===== src/rtl/pwm_dim_pkg.sv =====
package pwm_dim_pkg;

  typedef enum logic {
    DIM_ANALOG  = 1'b0,
    DIM_DIGITAL = 1'b1
  } dim_mode_e;

  // smallest duty code (out of 2**code_w) that is at least 1%
  function automatic int min_duty_q(input int code_w);
    return ((1 << code_w) + 99) / 100;
  endfunction

endpackage


===== src/rtl/pwm_edge_meas.sv =====
module pwm_edge_meas #(
  parameter int CNT_W   = 16,
  parameter int TIMEOUT = 60000,
  parameter int SYNC_N  = 2
) (
  input  logic             clk,
  input  logic             rst_n,
  input  logic             brt_i,
  output logic             lvl_o,
  output logic             rise_o,
  output logic             cap_o,
  output logic             tmo_o,
  output logic [CNT_W-1:0] per_o,
  output logic [CNT_W-1:0] hi_o
);

  localparam logic [CNT_W-1:0] TMO_V = CNT_W'(TIMEOUT);

  logic [SYNC_N-1:0] sync_q;
  logic              lvl_d_q;
  logic [CNT_W-1:0]  cnt_q, cnt_d;
  logic [CNT_W-1:0]  hcnt_q, hcnt_d;
  logic [CNT_W-1:0]  per_q, per_d;
  logic [CNT_W-1:0]  hi_q, hi_d;
  logic              seen_q, seen_d;
  logic              cap_q, cap_d;
  logic              lvl, rise, sat, tmo;

  assign lvl  = sync_q[SYNC_N-1];
  assign rise = lvl & ~lvl_d_q;
  assign sat  = (cnt_q == TMO_V);
  assign tmo  = ~rise & (cnt_q == TMO_V - 1'b1);

  always_comb begin
    cnt_d  = cnt_q;
    hcnt_d = hcnt_q;
    per_d  = per_q;
    hi_d   = hi_q;
    seen_d = seen_q;
    cap_d  = rise & seen_q;
    if (rise) begin
      per_d  = cnt_q;
      hi_d   = hcnt_q;
      cnt_d  = CNT_W'(1);
      hcnt_d = CNT_W'(1);
      seen_d = 1'b1;
    end else begin
      if (!sat) cnt_d = cnt_q + 1'b1;
      if (!sat && lvl) hcnt_d = hcnt_q + 1'b1;
      if (tmo) seen_d = 1'b0;
    end
  end

  always_ff @(posedge clk or negedge rst_n) begin
    if (!rst_n) begin
      sync_q  <= '0;
      lvl_d_q <= 1'b0;
      cnt_q   <= '0;
      hcnt_q  <= '0;
      per_q   <= '0;
      hi_q    <= '0;
      seen_q  <= 1'b0;
      cap_q   <= 1'b0;
    end else begin
      sync_q  <= {sync_q[SYNC_N-2:0], brt_i};
      lvl_d_q <= lvl;
      cnt_q   <= cnt_d;
      hcnt_q  <= hcnt_d;
      per_q   <= per_d;
      hi_q    <= hi_d;
      seen_q  <= seen_d;
      cap_q   <= cap_d;
    end
  end

  assign lvl_o  = lvl;
  assign rise_o = rise;
  assign tmo_o  = tmo;
  assign cap_o  = cap_q;
  assign per_o  = per_q;
  assign hi_o   = hi_q;

endmodule


===== src/rtl/pwm_duty_div.sv =====
module pwm_duty_div #(
  parameter int CNT_W = 16,
  parameter int QW    = 9
) (
  input  logic             clk,
  input  logic             rst_n,
  input  logic             start_i,
  input  logic [CNT_W-1:0] num_i,
  input  logic [CNT_W-1:0] den_i,
  output logic [QW-1:0]    q_o,
  output logic             done_o
);

  localparam int SW = $clog2(QW + 1);

  logic [CNT_W:0]   rem_q, rem_d, trial;
  logic [CNT_W-1:0] den_q, den_d;
  logic [QW-1:0]    quo_q, quo_d;
  logic [SW-1:0]    step_q, step_d;
  logic             first_q, first_d;
  logic             done_q, done_d;
  logic             ge;

  // first step compares the raw numerator (bit QW-1), later steps shift
  assign trial = first_q ? rem_q : {rem_q[CNT_W-1:0], 1'b0};
  assign ge    = (trial >= {1'b0, den_q});

  always_comb begin
    rem_d   = rem_q;
    den_d   = den_q;
    quo_d   = quo_q;
    step_d  = step_q;
    first_d = first_q;
    done_d  = 1'b0;
    if (start_i) begin
      rem_d   = {1'b0, num_i};
      den_d   = den_i;
      quo_d   = '0;
      step_d  = SW'(QW);
      first_d = 1'b1;
    end else if (step_q != '0) begin
      rem_d   = ge ? (trial - {1'b0, den_q}) : trial;
      quo_d   = {quo_q[QW-2:0], ge};
      step_d  = step_q - 1'b1;
      first_d = 1'b0;
      done_d  = (step_q == SW'(1));
    end
  end

  always_ff @(posedge clk or negedge rst_n) begin
    if (!rst_n) begin
      rem_q   <= '0;
      den_q   <= '0;
      quo_q   <= '0;
      step_q  <= '0;
      first_q <= 1'b0;
      done_q  <= 1'b0;
    end else begin
      rem_q   <= rem_d;
      den_q   <= den_d;
      quo_q   <= quo_d;
      step_q  <= step_d;
      first_q <= first_d;
      done_q  <= done_d;
    end
  end

  assign q_o    = quo_q;
  assign done_o = done_q;

endmodule


===== src/rtl/pwm_dim_map.sv =====
module pwm_dim_map
  import pwm_dim_pkg::*;
#(
  parameter  int CNT_W  = 16,
  parameter  int CODE_W = 8,
  localparam int QW     = CODE_W + 1,
  localparam int LW     = CNT_W + 3
) (
  input  dim_mode_e         mode_i,
  input  logic [QW-1:0]     q_i,
  input  logic [CNT_W-1:0]  hi_i,
  input  logic [CNT_W-1:0]  per_i,
  output logic [CODE_W-1:0] amp_o,
  output logic              full_o,
  output logic [LW-1:0]     len_o
);

  localparam int             PW      = CNT_W + CODE_W;
  localparam logic [QW-1:0]  FULL_Q  = QW'(2**CODE_W - 1);
  localparam logic [QW-1:0]  FLOOR_Q = QW'(2**(CODE_W-3));
  localparam logic [QW-1:0]  MIN_Q   = QW'(min_duty_q(CODE_W));

  logic [PW-1:0] min_prod;
  logic [LW-1:0] min_dig, min_ana, hi8;
  logic          low;

  assign min_prod = PW'(per_i) * PW'(MIN_Q);
  assign min_dig  = LW'(min_prod >> CODE_W);
  assign min_ana  = LW'(min_prod >> (CODE_W - 3));
  assign hi8      = LW'(hi_i) << 3;
  assign low      = (q_i < MIN_Q);

  always_comb begin
    if (mode_i == DIM_DIGITAL) begin
      amp_o  = '1;
      full_o = 1'b0;
      len_o  = low ? min_dig : LW'(hi_i);
    end else if (q_i >= FLOOR_Q) begin
      amp_o  = (q_i >= FULL_Q) ? '1 : q_i[CODE_W-1:0];
      full_o = 1'b1;
      len_o  = LW'(per_i);
    end else begin
      amp_o  = FLOOR_Q[CODE_W-1:0];
      full_o = 1'b0;
      len_o  = low ? min_ana : hi8;
    end
  end

endmodule


===== src/rtl/pwm_dim_gate.sv =====
module pwm_dim_gate #(
  parameter  int CNT_W  = 16,
  parameter  int CODE_W = 8,
  localparam int LW     = CNT_W + 3
) (
  input  logic              clk,
  input  logic              rst_n,
  input  logic              rise_i,
  input  logic              apply_i,
  input  logic              tmo_i,
  input  logic              lvl_i,
  input  logic [CODE_W-1:0] amp_i,
  input  logic              full_i,
  input  logic [LW-1:0]     len_i,
  output logic [CODE_W-1:0] amp_o,
  output logic              en_o
);

  logic [CODE_W-1:0] amp_q, amp_d;
  logic              full_q, full_d;
  logic [LW-1:0]     len_q, len_d;
  logic [LW-1:0]     cyc_q, cyc_d;

  always_comb begin
    amp_d  = amp_q;
    full_d = full_q;
    len_d  = len_q;
    cyc_d  = cyc_q;
    if (rise_i) begin
      cyc_d = '0;
    end else if (cyc_q < len_q) begin
      cyc_d = cyc_q + 1'b1;
    end
    if (apply_i) begin
      amp_d  = amp_i;
      full_d = full_i;
      len_d  = len_i;
    end else if (tmo_i) begin
      amp_d  = lvl_i ? '1 : '0;
      full_d = lvl_i;
      len_d  = '0;
    end
  end

  always_ff @(posedge clk or negedge rst_n) begin
    if (!rst_n) begin
      amp_q  <= '0;
      full_q <= 1'b0;
      len_q  <= '0;
      cyc_q  <= '0;
    end else begin
      amp_q  <= amp_d;
      full_q <= full_d;
      len_q  <= len_d;
      cyc_q  <= cyc_d;
    end
  end

  assign amp_o = amp_q;
  assign en_o  = full_q | (cyc_q < len_q);

endmodule


===== src/rtl/pwm_dim_xlate.sv =====
module pwm_dim_xlate
  import pwm_dim_pkg::*;
#(
  parameter int CNT_W   = 16,
  parameter int TIMEOUT = 60000,
  parameter int CODE_W  = 8,
  parameter int SYNC_N  = 2
) (
  input  logic              clk,
  input  logic              rst_n,
  input  logic              brt_i,
  input  logic              mode_i,
  output logic [CODE_W-1:0] amp_o,
  output logic              en_o
);

  localparam int QW = CODE_W + 1;
  localparam int LW = CNT_W + 3;

  logic [1:0]        rst_pipe_q;
  logic              rst_sync_n;
  logic              lvl_w, rise_w, cap_w, tmo_w;
  logic [CNT_W-1:0]  per_w, hi_w;
  logic [QW-1:0]     q_w;
  logic              done_w;
  logic              ready_q, ready_d;
  logic              apply_w;
  logic [CODE_W-1:0] map_amp;
  logic              map_full;
  logic [LW-1:0]     map_len;

  always_ff @(posedge clk or negedge rst_n) begin
    if (!rst_n) rst_pipe_q <= '0;
    else        rst_pipe_q <= {rst_pipe_q[0], 1'b1};
  end
  assign rst_sync_n = rst_pipe_q[1];

  pwm_edge_meas #(.CNT_W(CNT_W), .TIMEOUT(TIMEOUT), .SYNC_N(SYNC_N)) u_meas (
    .clk(clk), .rst_n(rst_sync_n), .brt_i(brt_i),
    .lvl_o(lvl_w), .rise_o(rise_w), .cap_o(cap_w), .tmo_o(tmo_w),
    .per_o(per_w), .hi_o(hi_w)
  );

  pwm_duty_div #(.CNT_W(CNT_W), .QW(QW)) u_div (
    .clk(clk), .rst_n(rst_sync_n), .start_i(cap_w),
    .num_i(hi_w), .den_i(per_w), .q_o(q_w), .done_o(done_w)
  );

  always_comb begin
    ready_d = ready_q;
    if (done_w)               ready_d = 1'b1;
    else if (rise_w || tmo_w) ready_d = 1'b0;
  end

  always_ff @(posedge clk or negedge rst_sync_n) begin
    if (!rst_sync_n) ready_q <= 1'b0;
    else             ready_q <= ready_d;
  end

  assign apply_w = rise_w & ready_q;

  pwm_dim_map #(.CNT_W(CNT_W), .CODE_W(CODE_W)) u_map (
    .mode_i(dim_mode_e'(mode_i)), .q_i(q_w), .hi_i(hi_w), .per_i(per_w),
    .amp_o(map_amp), .full_o(map_full), .len_o(map_len)
  );

  pwm_dim_gate #(.CNT_W(CNT_W), .CODE_W(CODE_W)) u_gate (
    .clk(clk), .rst_n(rst_sync_n), .rise_i(rise_w), .apply_i(apply_w),
    .tmo_i(tmo_w), .lvl_i(lvl_w), .amp_i(map_amp), .full_i(map_full),
    .len_i(map_len), .amp_o(amp_o), .en_o(en_o)
  );

endmodule


===== config.mk =====
export PLATFORM = sky130hd
export DESIGN_NAME = pwm_dim_xlate
export DESIGN_NICKNAME = d
export VERILOG_FILES = /design/src/rtl/pwm_dim_pkg.sv /design/src/rtl/pwm_edge_meas.sv /design/src/rtl/pwm_duty_div.sv /design/src/rtl/pwm_dim_map.sv /design/src/rtl/pwm_dim_gate.sv /design/src/rtl/pwm_dim_xlate.sv
export SDC_FILE = /design/constraint.sdc
export NUM_CORES = 1
export LEC_CHECK = 0
export ABC_AREA = 1
export ABC_CLOCK_PERIOD_IN_PS = 6700
export CORE_ASPECT_RATIO = 0.5
export CORE_MARGIN = 3
export CORE_UTILIZATION = 30
export CTS_CLUSTER_DIAMETER = 80
export DETAILED_ROUTE_END_ITERATION = 10
export GPL_TIMING_DRIVEN = 0
export HOLD_SLACK_MARGIN = 0.08
export PLACE_DENSITY = 0.46
export RECOVER_POWER = 50
export SYNTH_ARGS = -nofsm -noshare
export SYNTH_HDL_FRONTEND = slang
export SYNTH_SLANG_ARGS = --single-unit

===== constraint.sdc =====
create_clock -name clk -period 6.7 [get_ports clk]
set_input_delay 2.01 -clock clk [delete_from_list [all_inputs] [get_ports clk]]
set_output_delay 2.01 -clock clk [all_outputs]
set_load 0.03 [all_outputs]

==> run_results.csv <==
group,metric,value,unit
timing,final.setup.tns,0,ps
clocking,cts_setup_buffers,0,
status,status,"finished with violations",
power_and_ir_drop,internal_power,2.458,mW
critical_path,worst-path-max-fanout,6,
yosys,synthCells,1466,
critical_path,regToRegStartpoint,"rst_pipe_q[1]",
yosys,avgSynthCellArea,7.254,um^2
drt,wl,33.47,mm
place,gp_congestion,0.9418,
yosys,synthesis.area,10630,um^2
place,io_buffers,12,
finish,layout_common_cells,"nand2_1, inv_1, dfrtp_1",
min_path,hold_depth,0,
timing,worstMarginPinSlew,3377,ps
floorplanning,core_region_area,34710,um^2
power_and_ir_drop,seqPwrFrac,32.7,%
timing,rsz0062_at_grt,"no",
yosys,ys_seq_area_share,39.30,%
critical_path,crit_slowest_cell,"clkdlybuf4s50_1",
drt,vias,9689,
yosys,yosysWarnings,0,
min_path,hold_start,"u_meas.sync_q[0]",
min_path,worstHoldEndpoint,"u_meas.sync_q[1]",
critical_path,endpoint_kind,"primary output",
power_and_ir_drop,comb_power_share,43.2,%
global_route,antenna_found_initial,0,
clocking,cts-hold-fix-buffers,0,
timing,max_slew_margin,-125.1,%
timing,period_minus_slack,4679,ps
yosys,synth_edf_count,0,
clocking,clock_latency,450,ps
finish,multiInputGateArea,5480,um^2
floorplanning,rows,48,
clocking,htreeDepth,4,
place,dpl.hpwl,26.42,mm
timing,setup_viol,0,
floorplanning,die_w,272.3,um
timing,finalCritPeriodShare,69.83,%
floorplanning,initial_core_util,30.63,%
floorplanning,die_h,139.1,um
floorplanning,dieArea,37880,um^2
clocking,cts-root-buf,"clkbuf_16",
power_and_ir_drop,powerDensity,354.2,nW/um^2
yosys,yosys.area.top_type,"dfrtp_1",
critical_path,r2r-end,"u_div.den_q[10]",
critical_path,worstPathArrival,2670,ps
critical_path,crit_path_frequent_cell,"nand2_1",
critical_path,worstSetupStartpointType,"flop",
finish,nets,1560,
yosys,synth_flop_cell,"dfrtp_1",
floorplanning,ios,13,
finish,ff_latch_area,4179,um^2
timing,clock.fmax,213.7,MHz
yosys,synth.net_count,1527,
power_and_ir_drop,leakage,5.715,nW
place,dp_cells,1955,
timing,maxSlewViolCount,100,
finish,nFillCells,3769,
flow_run,cap_viol_max_count,2,
global_route,grt_pass1_vias,9342,
clocking,numCtsBuffers,17,
drt,ant_nets,0,
yosys,synth_cell_types,48,
clocking,cts.sinks,167,
finish,layout-drive-gt1-share,5.960,%
critical_path,rrSetupSlack,2090,ps
global_route,overflow,0,
power_and_ir_drop,vdd_drop_max,199.9,uV
critical_path,max_stage_delay,670,ps
yosys,async_flop_share,100.0,%
power_and_ir_drop,p_sw,1.779,mW
clocking,clockBufferDepth,2,
yosys,yosys-top-cells-area,"dfrtp_1, nand2_1, inv_1, ha_1, o21ai_0",
finish,finalNonFillerCells,1985,
drt,drtIter0Drc,1039,
global_route,grt_first_pass_wirelength,53.71,mm
yosys,synth_seq_cells,167,
min_path,hold_class,"reg -> reg",
timing,final_hold_viol_count,0,
finish,layout_commonest_cell,"nand2_1",
drt,drc_errors,0,
power_and_ir_drop,p_clk_share,24.1,%
clocking,clk_pin_slew_worst_paths,60,ps
critical_path,reg2regPathDepth,1,
timing,clock_skew,11.36,ps
clocking,cts_tree,"built",
finish,antennaDiodeCount,0,
finish,syn_to_final_growth,12.50,%
drt,routedWlPerCell,16.86,um
critical_path,critPathKind,"reg -> out",
critical_path,crit_chain,"ha_1, nand2_1, inv_1, o21ai_0, a21oi_1, nor2_1, nand3_1, nand2_1, clkdlybuf4s50_1",
critical_path,crit_required,4690,ps
status,violations,"max-capacitance violations, max-slew violations",
global_route,grt_util_all_layers,18.37,%
power_and_ir_drop,swShare,41.98,%
drt,vias_per_cell,4.881,
drt,first_pass_iters,5,
clocking,cts_resized,0,
global_route,grt_max_degree,69,
yosys,netlist.area_leader.share,39.30,%
logic make-up (layout without fill, tap and decap cells):
family	after synthesis	after routing	share of synthesized area, %
other	1	1	0.03526
buffers and inverters	248	292	9.166
AOI/OAI and AO/OA	241	241	12.28
DFF	167	167	39.30
xor gates and xnor gates	35	35	2.883
and+or+nand+nor	717	717	29.56
adders and majority gates	57	57	6.777
state kept, by name, summed over array words and instances, names as in the netlist, 2 cells and up:
signal	flops
rst_pipe_q	2
u_div.den_q	16
u_div.q_o	9
u_div.rem_q	17
u_div.step_q	4
u_gate.amp_o	8
u_gate.cyc_q	19
u_gate.len_q	19
u_meas.cnt_q	16
u_meas.hcnt_q	16
u_meas.hi_o	16
u_meas.per_o	16
u_meas.sync_q	2
worst max-delay path by stage:
stage | slack, ps | cells past startpoint | from | endpoint
detailed placement | 2460 | 9 | u_gate.cyc_q[12] | en_o
CTS | 1960 | 9 | u_gate.cyc_q[12] | en_o
global route | 1050 | 1 | rst_pipe_q[1] | u_div.den_q[10]
floorplan | 1700 | 0 | rst_pipe_q[1] | ready_q
global placement | -490 | 0 | rst_pipe_q[1] | u_div.rem_q[16]
finish | 2020 | 9 | u_gate.cyc_q[12] | en_o
critical path, delay by kind of cell, from the launching register on:
| kind | cells | cell delay [ps] |
|---|---|---|
| adder cells (fa/ha/maj) | 1 | 350 |
| AO/OA/AOI/OAI | 2 | 220 |
| flip-flops | 1 | 480 |
| buffers and inverters | 2 | 700 |
| AND/OR/NAND/NOR | 4 | 470 |
cells in the mapped netlist, types with 2 or more instances:
cell type and count:
xnor2_1 14, o22ai_1 18, or2_2 15, buf_2 14, a21o_1 5, ha_1 56, inv_2 6, nor4_2 2
nor3_2 2, o21a_1 3, dfrtp_1 167, clkbuf_1 22, nand3b_1 8, o21ai_0 133, inv_1 195, clkinv_1 3
o211ai_1 3, buf_1 5, xor2_1 21, nand2_1 408, nor3_1 22, nor2_1 92, buf_6 2, nor2_2 4
nand3_1 126, nor4_1 3, o21ai_2 3, nand2_2 4, nand4_1 22, a21oi_1 64, o21ai_1 3, o31ai_1 5
power by group through the flow:
stage / Combinational, mW / Sequential [mW] / Clock, mW
after global placement: 1.79 / 1.41 / 0
after detailed placement: 1.82 / 1.40 / 0
final: 1.83 / 1.39 / 1.02
after CTS: 1.83 / 1.38 / 1.05
after floorplan: 1.29 / 1.41 / 0
after global routing: 2.09 / 1.41 / 1.10
routing by layer:
metal,up-vias,share of wire [%],track usage [%]
met2,235,39,25.43
met1,4589,53,28.16
met4,0,1.8,4.932
met3,41,5.9,4.252
li1,4824,-,-
met5,-,0,0
through the flow:
step	total power, mW	worst slack, ps	area [um^2]	hold WS, ps	utilization, %
6_report	4.237	2021	11960	350.7	34.46
5_1_grt	4.601	1048	11960	367.2	34.46
4_1_cts	4.264	1956	11990	353.4	34.54
3_5_place_dp	3.219	2464	11410	337.8	32.86
3_3_place_gp	3.198	-487.8	11350	335.9	32.69
2_1_floorplan	2.696	1702	10630	331.2	-
final cells by class:
type,count,area share (%)
multi-input combinational,1051,45.81
sequential,167,34.93
inverter,204,6.401
tap,475,4.968
clock buffer,19,3.619
buffer,44,1.747
timing repair buffer,14,1.266
clock inverter,11,1.255
Power figures use the tool's default switching activity.
